[config.mk]
export PLATFORM = sky130hd
export DESIGN_NAME = msi_snoop_ctrl
export DESIGN_NICKNAME = d
export VERILOG_FILES = /design/src/rtl/msi_pkg.sv /design/src/rtl/msi_line_store.sv /design/src/rtl/msi_snoop_unit.sv /design/src/rtl/msi_proc_fsm.sv /design/src/rtl/msi_snoop_ctrl.sv
export SDC_FILE = /design/constraint.sdc
export NUM_CORES = 1
export LEC_CHECK = 0
export CORE_ASPECT_RATIO = 1.4
export CORE_MARGIN = 8
export CORE_UTILIZATION = 24
export CTS_BUF_LIST = sky130_fd_sc_hd__clkbuf_4 sky130_fd_sc_hd__clkbuf_8 sky130_fd_sc_hd__clkbuf_16
export DETAILED_ROUTE_END_ITERATION = 16
export DONT_BUFFER_PORTS = 1
export PLACE_DENSITY = 0.41
export SETUP_SLACK_MARGIN = 0.2
export SYNTH_ARGS = -nofsm -noshare
export SYNTH_HDL_FRONTEND = slang
export SYNTH_HIERARCHICAL = 1
export SYNTH_SLANG_ARGS = --single-unit
[constraint.sdc]
create_clock -name clk -period 4.7 [get_ports clk]
set_input_delay 0.705 -clock clk [delete_from_list [all_inputs] [get_ports clk]]
set_output_delay 0.705 -clock clk [all_outputs]
set_load 0.05 [all_outputs]
[src/rtl/msi_pkg.sv]
package msi_pkg;

  typedef enum logic [1:0] {
    LS_I = 2'd0,
    LS_S = 2'd1,
    LS_M = 2'd2
  } line_st_e;

  typedef enum logic [1:0] {
    BC_NONE = 2'd0,
    BC_RD   = 2'd1,
    BC_RDX  = 2'd2,
    BC_WB   = 2'd3
  } bus_cmd_e;

  // Can the access finish without the bus, given a matching tag?
  function automatic logic serves_locally(logic is_wr, line_st_e st);
    return is_wr ? (st == LS_M) : (st != LS_I);
  endfunction

  // State a line takes after its own fill.
  function automatic line_st_e fill_state(logic is_wr);
    return is_wr ? LS_M : LS_S;
  endfunction

  // State a held line takes after a foreign transaction.
  function automatic line_st_e snoop_next(line_st_e st, bus_cmd_e c);
    line_st_e r;
    r = st;
    if (c == BC_RDX) r = LS_I;
    else if (c == BC_RD && st == LS_M) r = LS_S;
    return r;
  endfunction

  // Must this cache hand its word out for a foreign transaction?
  function automatic logic snoop_supplies(line_st_e st, bus_cmd_e c);
    return (st == LS_M) && ((c == BC_RD) || (c == BC_RDX));
  endfunction

endpackage

[src/rtl/msi_line_store.sv]
module msi_line_store
  import msi_pkg::*;
#(
  parameter int LINES  = 4,
  parameter int TAG_W  = 6,
  parameter int DATA_W = 16,
  localparam int IDX_W = $clog2(LINES)
) (
  input  logic              clk,
  input  logic              rst_n,
  input  logic [IDX_W-1:0]  prc_idx,
  input  logic              prc_we,
  input  line_st_e          prc_st,
  input  logic [TAG_W-1:0]  prc_tag,
  input  logic [DATA_W-1:0] prc_data,
  input  logic [IDX_W-1:0]  snp_idx,
  input  logic              snp_we,
  input  line_st_e          snp_st,
  output line_st_e          rd_a_st,
  output logic [TAG_W-1:0]  rd_a_tag,
  output logic [DATA_W-1:0] rd_a_data,
  output line_st_e          rd_b_st,
  output logic [TAG_W-1:0]  rd_b_tag,
  output logic [DATA_W-1:0] rd_b_data
);

  line_st_e          st_q   [LINES];
  logic [TAG_W-1:0]  tag_q  [LINES];
  logic [DATA_W-1:0] data_q [LINES];

  logic [LINES-1:0] snp_sel;
  logic [LINES-1:0] prc_sel;

  // Per-line write decode; a snoop update outranks the processor side.
  for (genvar g = 0; g < LINES; g++) begin : g_sel
    assign snp_sel[g] = snp_we && (snp_idx == IDX_W'(g));
    assign prc_sel[g] = prc_we && (prc_idx == IDX_W'(g)) && !snp_sel[g];
  end

  always_ff @(posedge clk) begin
    if (!rst_n) begin
      for (int i = 0; i < LINES; i++) begin
        st_q[i]   <= LS_I;
        tag_q[i]  <= '0;
        data_q[i] <= '0;
      end
    end else begin
      for (int i = 0; i < LINES; i++) begin
        if (snp_sel[i]) begin
          st_q[i] <= snp_st;
        end else if (prc_sel[i]) begin
          st_q[i]   <= prc_st;
          tag_q[i]  <= prc_tag;
          data_q[i] <= prc_data;
        end
      end
    end
  end

  assign rd_a_st   = st_q[prc_idx];
  assign rd_a_tag  = tag_q[prc_idx];
  assign rd_a_data = data_q[prc_idx];
  assign rd_b_st   = st_q[snp_idx];
  assign rd_b_tag  = tag_q[snp_idx];
  assign rd_b_data = data_q[snp_idx];

endmodule

[src/rtl/msi_snoop_unit.sv]
module msi_snoop_unit
  import msi_pkg::*;
#(
  parameter int LINES  = 4,
  parameter int ADDR_W = 8,
  parameter int DATA_W = 16,
  localparam int IDX_W = $clog2(LINES),
  localparam int TAG_W = ADDR_W - IDX_W
) (
  input  logic              clk,
  input  logic              rst_n,
  input  logic              snp_valid,
  input  bus_cmd_e          snp_cmd,
  input  logic [ADDR_W-1:0] snp_addr,
  input  line_st_e          rd_st,
  input  logic [TAG_W-1:0]  rd_tag,
  input  logic [DATA_W-1:0] rd_data,
  output logic [IDX_W-1:0]  snp_idx,
  output logic              snp_we,
  output line_st_e          snp_st,
  output logic              ev_snp_held,
  output logic              ev_snp_flush,
  output logic              snp_flush,
  output logic [DATA_W-1:0] snp_flush_data
);

  logic [TAG_W-1:0] snp_tag;

  assign snp_idx = snp_addr[IDX_W-1:0];
  assign snp_tag = snp_addr[ADDR_W-1:IDX_W];

  assign ev_snp_held  = snp_valid && (rd_st != LS_I) && (rd_tag == snp_tag);
  assign snp_st       = snoop_next(rd_st, snp_cmd);
  assign snp_we       = ev_snp_held && (snp_st != rd_st);
  assign ev_snp_flush = ev_snp_held && snoop_supplies(rd_st, snp_cmd);

  always_ff @(posedge clk) begin
    if (!rst_n) begin
      snp_flush      <= 1'b0;
      snp_flush_data <= '0;
    end else begin
      snp_flush <= ev_snp_flush;
      if (ev_snp_flush) snp_flush_data <= rd_data;
    end
  end

endmodule

[src/rtl/msi_proc_fsm.sv]
module msi_proc_fsm
  import msi_pkg::*;
#(
  parameter int LINES  = 4,
  parameter int ADDR_W = 8,
  parameter int DATA_W = 16,
  localparam int IDX_W = $clog2(LINES),
  localparam int TAG_W = ADDR_W - IDX_W
) (
  input  logic              clk,
  input  logic              rst_n,
  input  logic              cpu_req_valid,
  input  logic              cpu_req_write,
  input  logic [ADDR_W-1:0] cpu_req_addr,
  input  logic [DATA_W-1:0] cpu_req_wdata,
  output logic              cpu_done,
  output logic [DATA_W-1:0] cpu_rdata,
  input  logic              snp_valid,
  input  logic              bus_gnt,
  input  logic [DATA_W-1:0] bus_rdata,
  output logic              bus_req,
  output bus_cmd_e          bus_cmd,
  output logic [ADDR_W-1:0] bus_addr,
  output logic [DATA_W-1:0] bus_wdata,
  input  line_st_e          rd_st,
  input  logic [TAG_W-1:0]  rd_tag,
  input  logic [DATA_W-1:0] rd_data,
  output logic [IDX_W-1:0]  prc_idx,
  output logic              prc_we,
  output line_st_e          prc_st,
  output logic [TAG_W-1:0]  prc_tag,
  output logic [DATA_W-1:0] prc_data,
  output logic              ev_local_hit,
  output logic              ev_wb_drop
);

  typedef enum logic [1:0] {
    P_IDLE = 2'd0,
    P_WB   = 2'd1,
    P_FILL = 2'd2,
    P_RESP = 2'd3
  } pst_e;

  pst_e st_q, st_d;
  logic [DATA_W-1:0] rdata_q, rdata_d;

  logic [TAG_W-1:0] req_tag;
  logic tag_match, hit, victim_dirty, go;

  assign prc_idx      = cpu_req_addr[IDX_W-1:0];
  assign req_tag      = cpu_req_addr[ADDR_W-1:IDX_W];
  assign tag_match    = (rd_st != LS_I) && (rd_tag == req_tag);
  assign hit          = tag_match && serves_locally(cpu_req_write, rd_st);
  assign victim_dirty = (rd_st == LS_M) && (rd_tag != req_tag);
  assign go           = !snp_valid;

  always_comb begin
    st_d         = st_q;
    rdata_d      = rdata_q;
    bus_req      = 1'b0;
    bus_cmd      = BC_NONE;
    bus_addr     = '0;
    bus_wdata    = '0;
    prc_we       = 1'b0;
    prc_st       = rd_st;
    prc_tag      = rd_tag;
    prc_data     = rd_data;
    ev_local_hit = 1'b0;
    ev_wb_drop   = 1'b0;
    unique case (st_q)
      P_IDLE: begin
        if (cpu_req_valid && go) begin
          if (hit) begin
            ev_local_hit = 1'b1;
            prc_we       = cpu_req_write;
            prc_st       = LS_M;
            prc_tag      = req_tag;
            prc_data     = cpu_req_wdata;
            rdata_d      = cpu_req_write ? cpu_req_wdata : rd_data;
            st_d         = P_RESP;
          end else if (victim_dirty) begin
            st_d = P_WB;
          end else begin
            st_d = P_FILL;
          end
        end
      end
      P_WB: begin
        if (!victim_dirty) begin
          ev_wb_drop = 1'b1;
          st_d       = P_FILL;
        end else begin
          bus_req = 1'b1;
          if (bus_gnt && go) begin
            bus_cmd   = BC_WB;
            bus_addr  = {rd_tag, prc_idx};
            bus_wdata = rd_data;
            prc_we    = 1'b1;
            prc_st    = LS_I;
            st_d      = P_FILL;
          end
        end
      end
      P_FILL: begin
        bus_req = 1'b1;
        if (bus_gnt && go) begin
          bus_cmd  = cpu_req_write ? BC_RDX : BC_RD;
          bus_addr = cpu_req_addr;
          prc_we   = 1'b1;
          prc_st   = fill_state(cpu_req_write);
          prc_tag  = req_tag;
          prc_data = cpu_req_write ? cpu_req_wdata : bus_rdata;
          rdata_d  = cpu_req_write ? cpu_req_wdata : bus_rdata;
          st_d     = P_RESP;
        end
      end
      P_RESP: begin
        st_d = P_IDLE;
      end
      default: st_d = P_IDLE;
    endcase
  end

  always_ff @(posedge clk) begin
    if (!rst_n) begin
      st_q    <= P_IDLE;
      rdata_q <= '0;
    end else begin
      st_q    <= st_d;
      rdata_q <= rdata_d;
    end
  end

  assign cpu_done  = (st_q == P_RESP);
  assign cpu_rdata = rdata_q;

endmodule

[src/rtl/msi_snoop_ctrl.sv]
module msi_snoop_ctrl
  import msi_pkg::*;
#(
  parameter int ADDR_W = 8,
  parameter int DATA_W = 16,
  parameter int LINES  = 4
) (
  input  logic              clk,
  input  logic              rst_n,
  input  logic              cpu_req_valid,
  input  logic              cpu_req_write,
  input  logic [ADDR_W-1:0] cpu_req_addr,
  input  logic [DATA_W-1:0] cpu_req_wdata,
  output logic              cpu_done,
  output logic [DATA_W-1:0] cpu_rdata,
  output logic              bus_req,
  input  logic              bus_gnt,
  output logic [1:0]        bus_cmd,
  output logic [ADDR_W-1:0] bus_addr,
  output logic [DATA_W-1:0] bus_wdata,
  input  logic [DATA_W-1:0] bus_rdata,
  input  logic              snp_valid,
  input  logic [1:0]        snp_cmd,
  input  logic [ADDR_W-1:0] snp_addr,
  output logic              snp_flush,
  output logic [DATA_W-1:0] snp_flush_data
);

  localparam int IDX_W = $clog2(LINES);
  localparam int TAG_W = ADDR_W - IDX_W;

  logic [IDX_W-1:0]  prc_idx, snp_idx;
  logic              prc_we, snp_we;
  line_st_e          prc_st, snp_st;
  logic [TAG_W-1:0]  prc_tag;
  logic [DATA_W-1:0] prc_data;
  line_st_e          rd_a_st, rd_b_st;
  logic [TAG_W-1:0]  rd_a_tag, rd_b_tag;
  logic [DATA_W-1:0] rd_a_data, rd_b_data;
  bus_cmd_e          cmd_w;

  // Named internal events for the checker.
  logic ev_local_hit, ev_wb_drop, ev_snp_held, ev_snp_flush;

  msi_line_store #(.LINES(LINES), .TAG_W(TAG_W), .DATA_W(DATA_W)) u_store (
    .clk(clk), .rst_n(rst_n),
    .prc_idx(prc_idx), .prc_we(prc_we), .prc_st(prc_st),
    .prc_tag(prc_tag), .prc_data(prc_data),
    .snp_idx(snp_idx), .snp_we(snp_we), .snp_st(snp_st),
    .rd_a_st(rd_a_st), .rd_a_tag(rd_a_tag), .rd_a_data(rd_a_data),
    .rd_b_st(rd_b_st), .rd_b_tag(rd_b_tag), .rd_b_data(rd_b_data)
  );

  msi_snoop_unit #(.LINES(LINES), .ADDR_W(ADDR_W), .DATA_W(DATA_W)) u_snoop (
    .clk(clk), .rst_n(rst_n),
    .snp_valid(snp_valid), .snp_cmd(bus_cmd_e'(snp_cmd)), .snp_addr(snp_addr),
    .rd_st(rd_b_st), .rd_tag(rd_b_tag), .rd_data(rd_b_data),
    .snp_idx(snp_idx), .snp_we(snp_we), .snp_st(snp_st),
    .ev_snp_held(ev_snp_held), .ev_snp_flush(ev_snp_flush),
    .snp_flush(snp_flush), .snp_flush_data(snp_flush_data)
  );

  msi_proc_fsm #(.LINES(LINES), .ADDR_W(ADDR_W), .DATA_W(DATA_W)) u_fsm (
    .clk(clk), .rst_n(rst_n),
    .cpu_req_valid(cpu_req_valid), .cpu_req_write(cpu_req_write),
    .cpu_req_addr(cpu_req_addr), .cpu_req_wdata(cpu_req_wdata),
    .cpu_done(cpu_done), .cpu_rdata(cpu_rdata),
    .snp_valid(snp_valid), .bus_gnt(bus_gnt), .bus_rdata(bus_rdata),
    .bus_req(bus_req), .bus_cmd(cmd_w), .bus_addr(bus_addr), .bus_wdata(bus_wdata),
    .rd_st(rd_a_st), .rd_tag(rd_a_tag), .rd_data(rd_a_data),
    .prc_idx(prc_idx), .prc_we(prc_we), .prc_st(prc_st),
    .prc_tag(prc_tag), .prc_data(prc_data),
    .ev_local_hit(ev_local_hit), .ev_wb_drop(ev_wb_drop)
  );

  assign bus_cmd = cmd_w;

endmodule

==> metrics.txt, run 1 <==
RSZ-0062 raised after global routing false; Final Max Slew Viols 0; number of global-route vias before repair 6268; IO Port Bufs 0; run status finished clean; antenna-violating nets left 0; Syn Area/Cell about 11 sq um; post-DP HPWL 18940 um; Peak VDD IR 0.2656 mV; CP endpoint kind primary output; clk sinks about 130; critical setup path kind flip-flop to primary output; Max Buffers Root-to-Sink 2; non-filler instance count after layout 1215; Startpoint Class flip-flop; Placed Instances 1183; FF-to-FF path depth 10; worst skew pair latency approximately 430 ps; routed len/inst 22.61 um; Lkg Pwr 2.982 nW; Syn Inst Count 774; Pre-Repair DR Iteration Count 5; nets@finish about 810; power density over cell area 395.3 nW/um^2; via density per instance ~5; area grow syn2layout 11.18%; Final Hold Vio Count 0; CTS resizes 0; DRC 0; Tmin final 3860 ps; Setup Buffers After CTS 0; GPL Wtd Cong 0.7796; Die Y 235.7 um; Ant. Diodes 0; worst hold path class input port to flip-flop; CTS tree built; TritonCTS Buffers 17; CP required 3990 ps; largest net degree at the start of global routing 93; num ports 117; CTS Hold Buffers Added 0; FMAX 259.1 MHz; hold_ws 396.7 ps; die width ~170 um; CTS Root Cell clkbuf_16; first-pass GRT wire length 41420 um; CTS H-Tree Depth 4; yosys synthesis warning count 6; gr usage total 13.45%; DRT Wirelength 27470 um; core area 34030 sq um; Final Skew roughly 6.1 ps; gr ovfl total 0; CP Max Fanout 6; clk slew on worst S/H paths 60 ps; setup tns final 0 ps; Die Area 40750 sq um; final worst-path cycle share 82.12%; # setup viols final 0; synthesized area around 8300 sq um; Slew @ Worst Pin 1004 ps; ratio of cells with drive above 1 in the final layout 15.58%; initial antenna violation count 0; WP data arrival 3150 ps; syn_nets 837; via count a little over 6000; relative slew slack roughly 33%; hold depth 2; # rows 80; Iteration-0 DRC Markers 412; max-cap viol count 0; Initial Util 24.31%
## cells in the final DEF, fill, tap and decap left out, drive strengths merged, types with 3 or more instances in the layout
cell type and instances:
mux4 48, nand2b 20, nor2 114, clkinv 5
o21ai 34, and3 3, a22oi 33, a21boi 9
nand4 4, a22o 8, a21oi 13, o21a 3
clkbuf 22, nor4 4, nor2b 23, mux2i 46
nand3b 3, a31oi 13, and3b 5, ha 7
and2 21, inv 10, nand2 98, a221o 19
xor2 10, buf 24, nand3 10, clkinvlp 4
a211oi 3, dfxtp 35, edfxtp 96
## metal layers
layer	up-vias	wire, um	GRT usage, %
li1	2819	-	-
met1	3043	11280	15.32
met2	172	13900	23.48
met3	30	1725	3.980
met4	0	558	4.872
met5	-	0	0
## through the flow
step	area [sq um]	worst slack, ps	power, mW	utilization [%]
after floorplan	8273	344.4	2.135	-
after global routing	9198	721.6	3.824	27.03
after global placement	8643	944.0	2.398	25.40
after detailed placement	8643	941.9	2.391	25.40
after CTS	9198	811.8	3.689	27.03
final	9198	840.3	3.636	27.03
## flip-flops by register name, indices dropped and copies added (netlist names)
register,flops
u_snoop/snp_flush_data,16
u_fsm/st_q,2
u_snoop/snp_flush,1
u_store/data_q,64
u_store/tag_q,24
u_store/st_q,8
u_fsm/cpu_rdata,16
## worst max-delay path, cell delays in order (launching register included)
cell and delay (ps):
edfxtp_1 430, mux4_2 520, xor2_1 190, nor4_4 530, a21oi_1 150, o21a_1 410
and3_1 490
## cell type report
cell class | instances | area, sq um
Tap cell | 451 | 564.3
Fill cell | 3593 | 24840
Inverter | 10 | 37.54
Multi-Input combinational cell | 567 | 4265
Sequential cell | 131 | 3583
Timing Repair Buffer | 24 | 192.7
Clock buffer | 22 | 469.2
Clock inverter | 10 | 85.08
## power breakdown
group	internal (mW)	switching, mW	leakage (nW)
registers	1.30	0.0523	1.27
clock network	0.757	0.514	0.269
logic	0.342	0.670	1.44
## worst paths after layout
check	startpoint	to	slack, ps
worst max register to register	u_store/tag_q[0][0]	u_store/data_q[2][9]	1230
worst min register to register	u_fsm/st_q[1]	u_fsm/st_q[1]	540
worst min-delay path	rst_n	u_fsm/cpu_rdata[0]	400
worst max-delay path	u_store/tag_q[0][0]	bus_addr[0]	840
No activity file was read; power rests on OpenSTA's default activity.
==> inputs of run 2 (changes only) <==
- clock period: 4.7 -> 3.6 ns (I/O delays scaled with it)
==> run 2 against run 1 <==
Compared with the run above: total power up 41%; sequential share of layout area down 2.6 points; final area up 7.3%; non-clock buffer count up 18; utilization up 2.0 points; clock power up 54%; critical endpoint is now bus_addr[6]; clock skew up 3.3 ps; count of clock-buffer cells in the layout down 5; worst setup slack worse by 640 ps; global-route usage down 0.30 points; first-iteration DRC count down 4.9%; critical path depth up 3.
==> metrics.txt, run 2 (same netlist as run 1, synthesis figures left out) <==
top flop regs u_store/data_q x64, u_store/tag_q x24; CTS tree built; Final Skew 9.400 ps (+3.290 ps); Startpoint Class flip-flop; Die Area 40750 sq um (unchanged); R2R Path End u_store/data_q[3][10]; setup tns final 0 ps (unchanged); gr ovfl total 0 (unchanged); Ant. Diodes 0 (unchanged); initial antenna violation count 0 (unchanged); crit path from u_store/tag_q[3][2]; placed inst area 9047 sq um (+4.7%); largest net degree at the start of global routing 93 (unchanged); max-cap viol count 0 (unchanged); power density over cell area 518.9 nW/um^2 (+31%); ratio of cells with drive above 1 in the final layout 23.15% (+7.6 points); most frequent cells in the layout 112 x nor2_1, 96 x edfxtp_1, 91 x nand2_1, 48 x mux4_2, 46 x mux2i_1; clk slew on worst S/H paths 60 ps (about the same); worst setup path end bus_addr[6]; IO Port Bufs 0 (unchanged); Initial Util 24.31% (unchanged); antenna-violating nets left 0 (unchanged); max FFs per register 64 (unchanged); num ports 117 (unchanged); routed len/inst 22.27 um (-1.5%); R2R Setup Slk 340 ps (-890 ps); nets@finish 832 (+2.2%); dpl ws 244.5 ps (-697.4 ps); Slew @ Worst Pin 763.3 ps (-240.6 ps); fin area 9866 sq um (+7.3%); CTS Root Cell clkbuf_16; WP data arrival 2860 ps (-290 ps); core area 34030 sq um (unchanged); relative slew slack 49.12% (+16 points); Tmin final 3404 ps; # setup viols final 0 (unchanged); CP required 3060 ps (-930 ps); post-DP HPWL 18930 um (about the same); area grow syn2layout 19.25%; r2r startpoint u_store/tag_q[3][2]; number of global-route vias before repair 6096 (-2.7%); worst skew pair latency 440 ps (about the same); Max Buffers Root-to-Sink 2 (unchanged); Fillers 3533 (-1.7%); CP endpoint kind primary output; die width 172.9 um (unchanged); via count 6173 (+1.8%); critical setup path kind flip-flop to primary output; CTS Hold Buffers Added 0 (unchanged); FF-to-FF path depth 12 (+2); clk sinks 131 (unchanged); Final Hold Vio Count 0 (unchanged); Final Max Slew Viols 0 (unchanged); run status finished clean; worst hold path class input port to flip-flop; most common cell after layout, fill and taps aside nor2_1; Placed Instances 1194 (+0.93%); Peak VDD IR 0.3148 mV (+19%); CTS H-Tree Depth 4 (unchanged); DRT Wirelength 27460 um (about the same); cell mode on critical path buf_12; DRC 0 (unchanged); RSZ-0062 raised after global routing true; Die Y 235.7 um (unchanged); via density per instance 5.006 (+0.31%); Lkg Pwr 3.233 nW (+8.4%); final worst-path cycle share 94.56%; TritonCTS Buffers 17 (unchanged); slowest stage cell, crit path mux4_2; FMAX 293.8 MHz; first-pass GRT wire length 40630 um (-1.9%); Pre-Repair DR Iteration Count 5 (unchanged); # rows 80 (unchanged); CP Max Fanout 12 (+6); Iteration-0 DRC Markers 392 (-4.9%); Worst path max stage delay 560 ps (+30 ps); GPL Wtd Cong 0.7832 (+0.46%); final worst slack 195.9 ps (-644.3 ps); worst-path cell chain mux4_2 -> xor2_2 -> nor4_4 -> buf_4 -> a211oi_4 -> buf_12 -> a22oi_2 -> nor2b_2 -> buf_12; non-filler instance count after layout 1233 (+1.5%); largest register by flop count u_store/data_q; gr usage total 13.15% (-0.30 points)
==> run 2: changes by cell type in the layout (fill, tap and decap cells not counted), sizes merged <==
cell,delta
clkinv,-1
inv,+6
bufinv,+3
clkinvlp,-3
clkbuf,-4
buf,+17
==> run 2: per-stage QoR <==
step | hold slack (ps) | util (%) | total power, mW
after floorplan | 488.7 | - | 2.823
after global placement | 522.6 | 26.58 | 3.201
after detailed placement | 521.2 | 26.58 | 3.190
after CTS | 218.6 | 28.61 | 5.157
after global routing | 241.6 | 28.99 | 5.342
final | 249.0 | 28.99 | 5.119
==> run 2: report_power, final <==
| part | internal [mW] | total, mW | leakage (nW) | switching [mW] |
|---|---|---|---|---|
| Combinational | 0.515 | 1.41 | 1.64 | 0.894 |
| Sequential | 1.70 | 1.76 | 1.27 | 0.0672 |
| Clock | 1.18 | 1.95 | 0.314 | 0.767 |
==> run 2: worst min path at each step <==
stage / from / end / cells past startpoint
floorplan: u_fsm/st_q[1] / u_fsm/st_q[1] / 2
global placement: u_fsm/st_q[1] / u_fsm/st_q[1] / 2
detailed placement: u_fsm/st_q[1] / u_fsm/st_q[1] / 2
CTS: rst_n / u_snoop/snp_flush / 1
global route: rst_n / u_fsm/cpu_rdata[0] / 2
finish: rst_n / u_fsm/cpu_rdata[0] / 2
==> run 2: critical path: cells and delay by family (launching register included) <==
kind | cells | cell delay (ps)
buffers and inverters | 3 | 540
muxes | 1 | 560
xor gates and xnor gates | 1 | 190
DFF | 1 | 380
AOI/OAI and AO/OA | 2 | 300
and+or+nand+nor | 2 | 440
==> run 2: area by class of cell <==
type / count / area, sq um / share of cell area [%]
clock inverter: 15 / 219.0 / 2.219
inverter: 10 / 37.54 / 0.3805
multi-input combinational: 567 / 4483 / 45.44
clock buffer: 17 / 425.4 / 4.312
timing repair buffer: 42 / 553.0 / 5.606
sequential: 131 / 3583 / 36.32
tap: 451 / 564.3 / 5.720
==> run 2: timing repair <==
action / CTS / global route
setup endpoints to repair: 26 / 27
pin swaps: 0 / 2
endpoints found under the hold margin: 0 / 0
cloned: 0 / 2
resized for setup: 10 / 18
buffers inserted: 0 / 5
==> run 2: layer usage <==
metal | part of all wire [%] | vias up | GRT usage (%)
li1 | - | 2858 | -
met1 | 41 | 3146 | 15.32
met2 | 52 | 145 | 22.92
met3 | 5.1 | 24 | 3.563
met4 | 1.6 | 0 | 4.453
met5 | 0 | - | 0
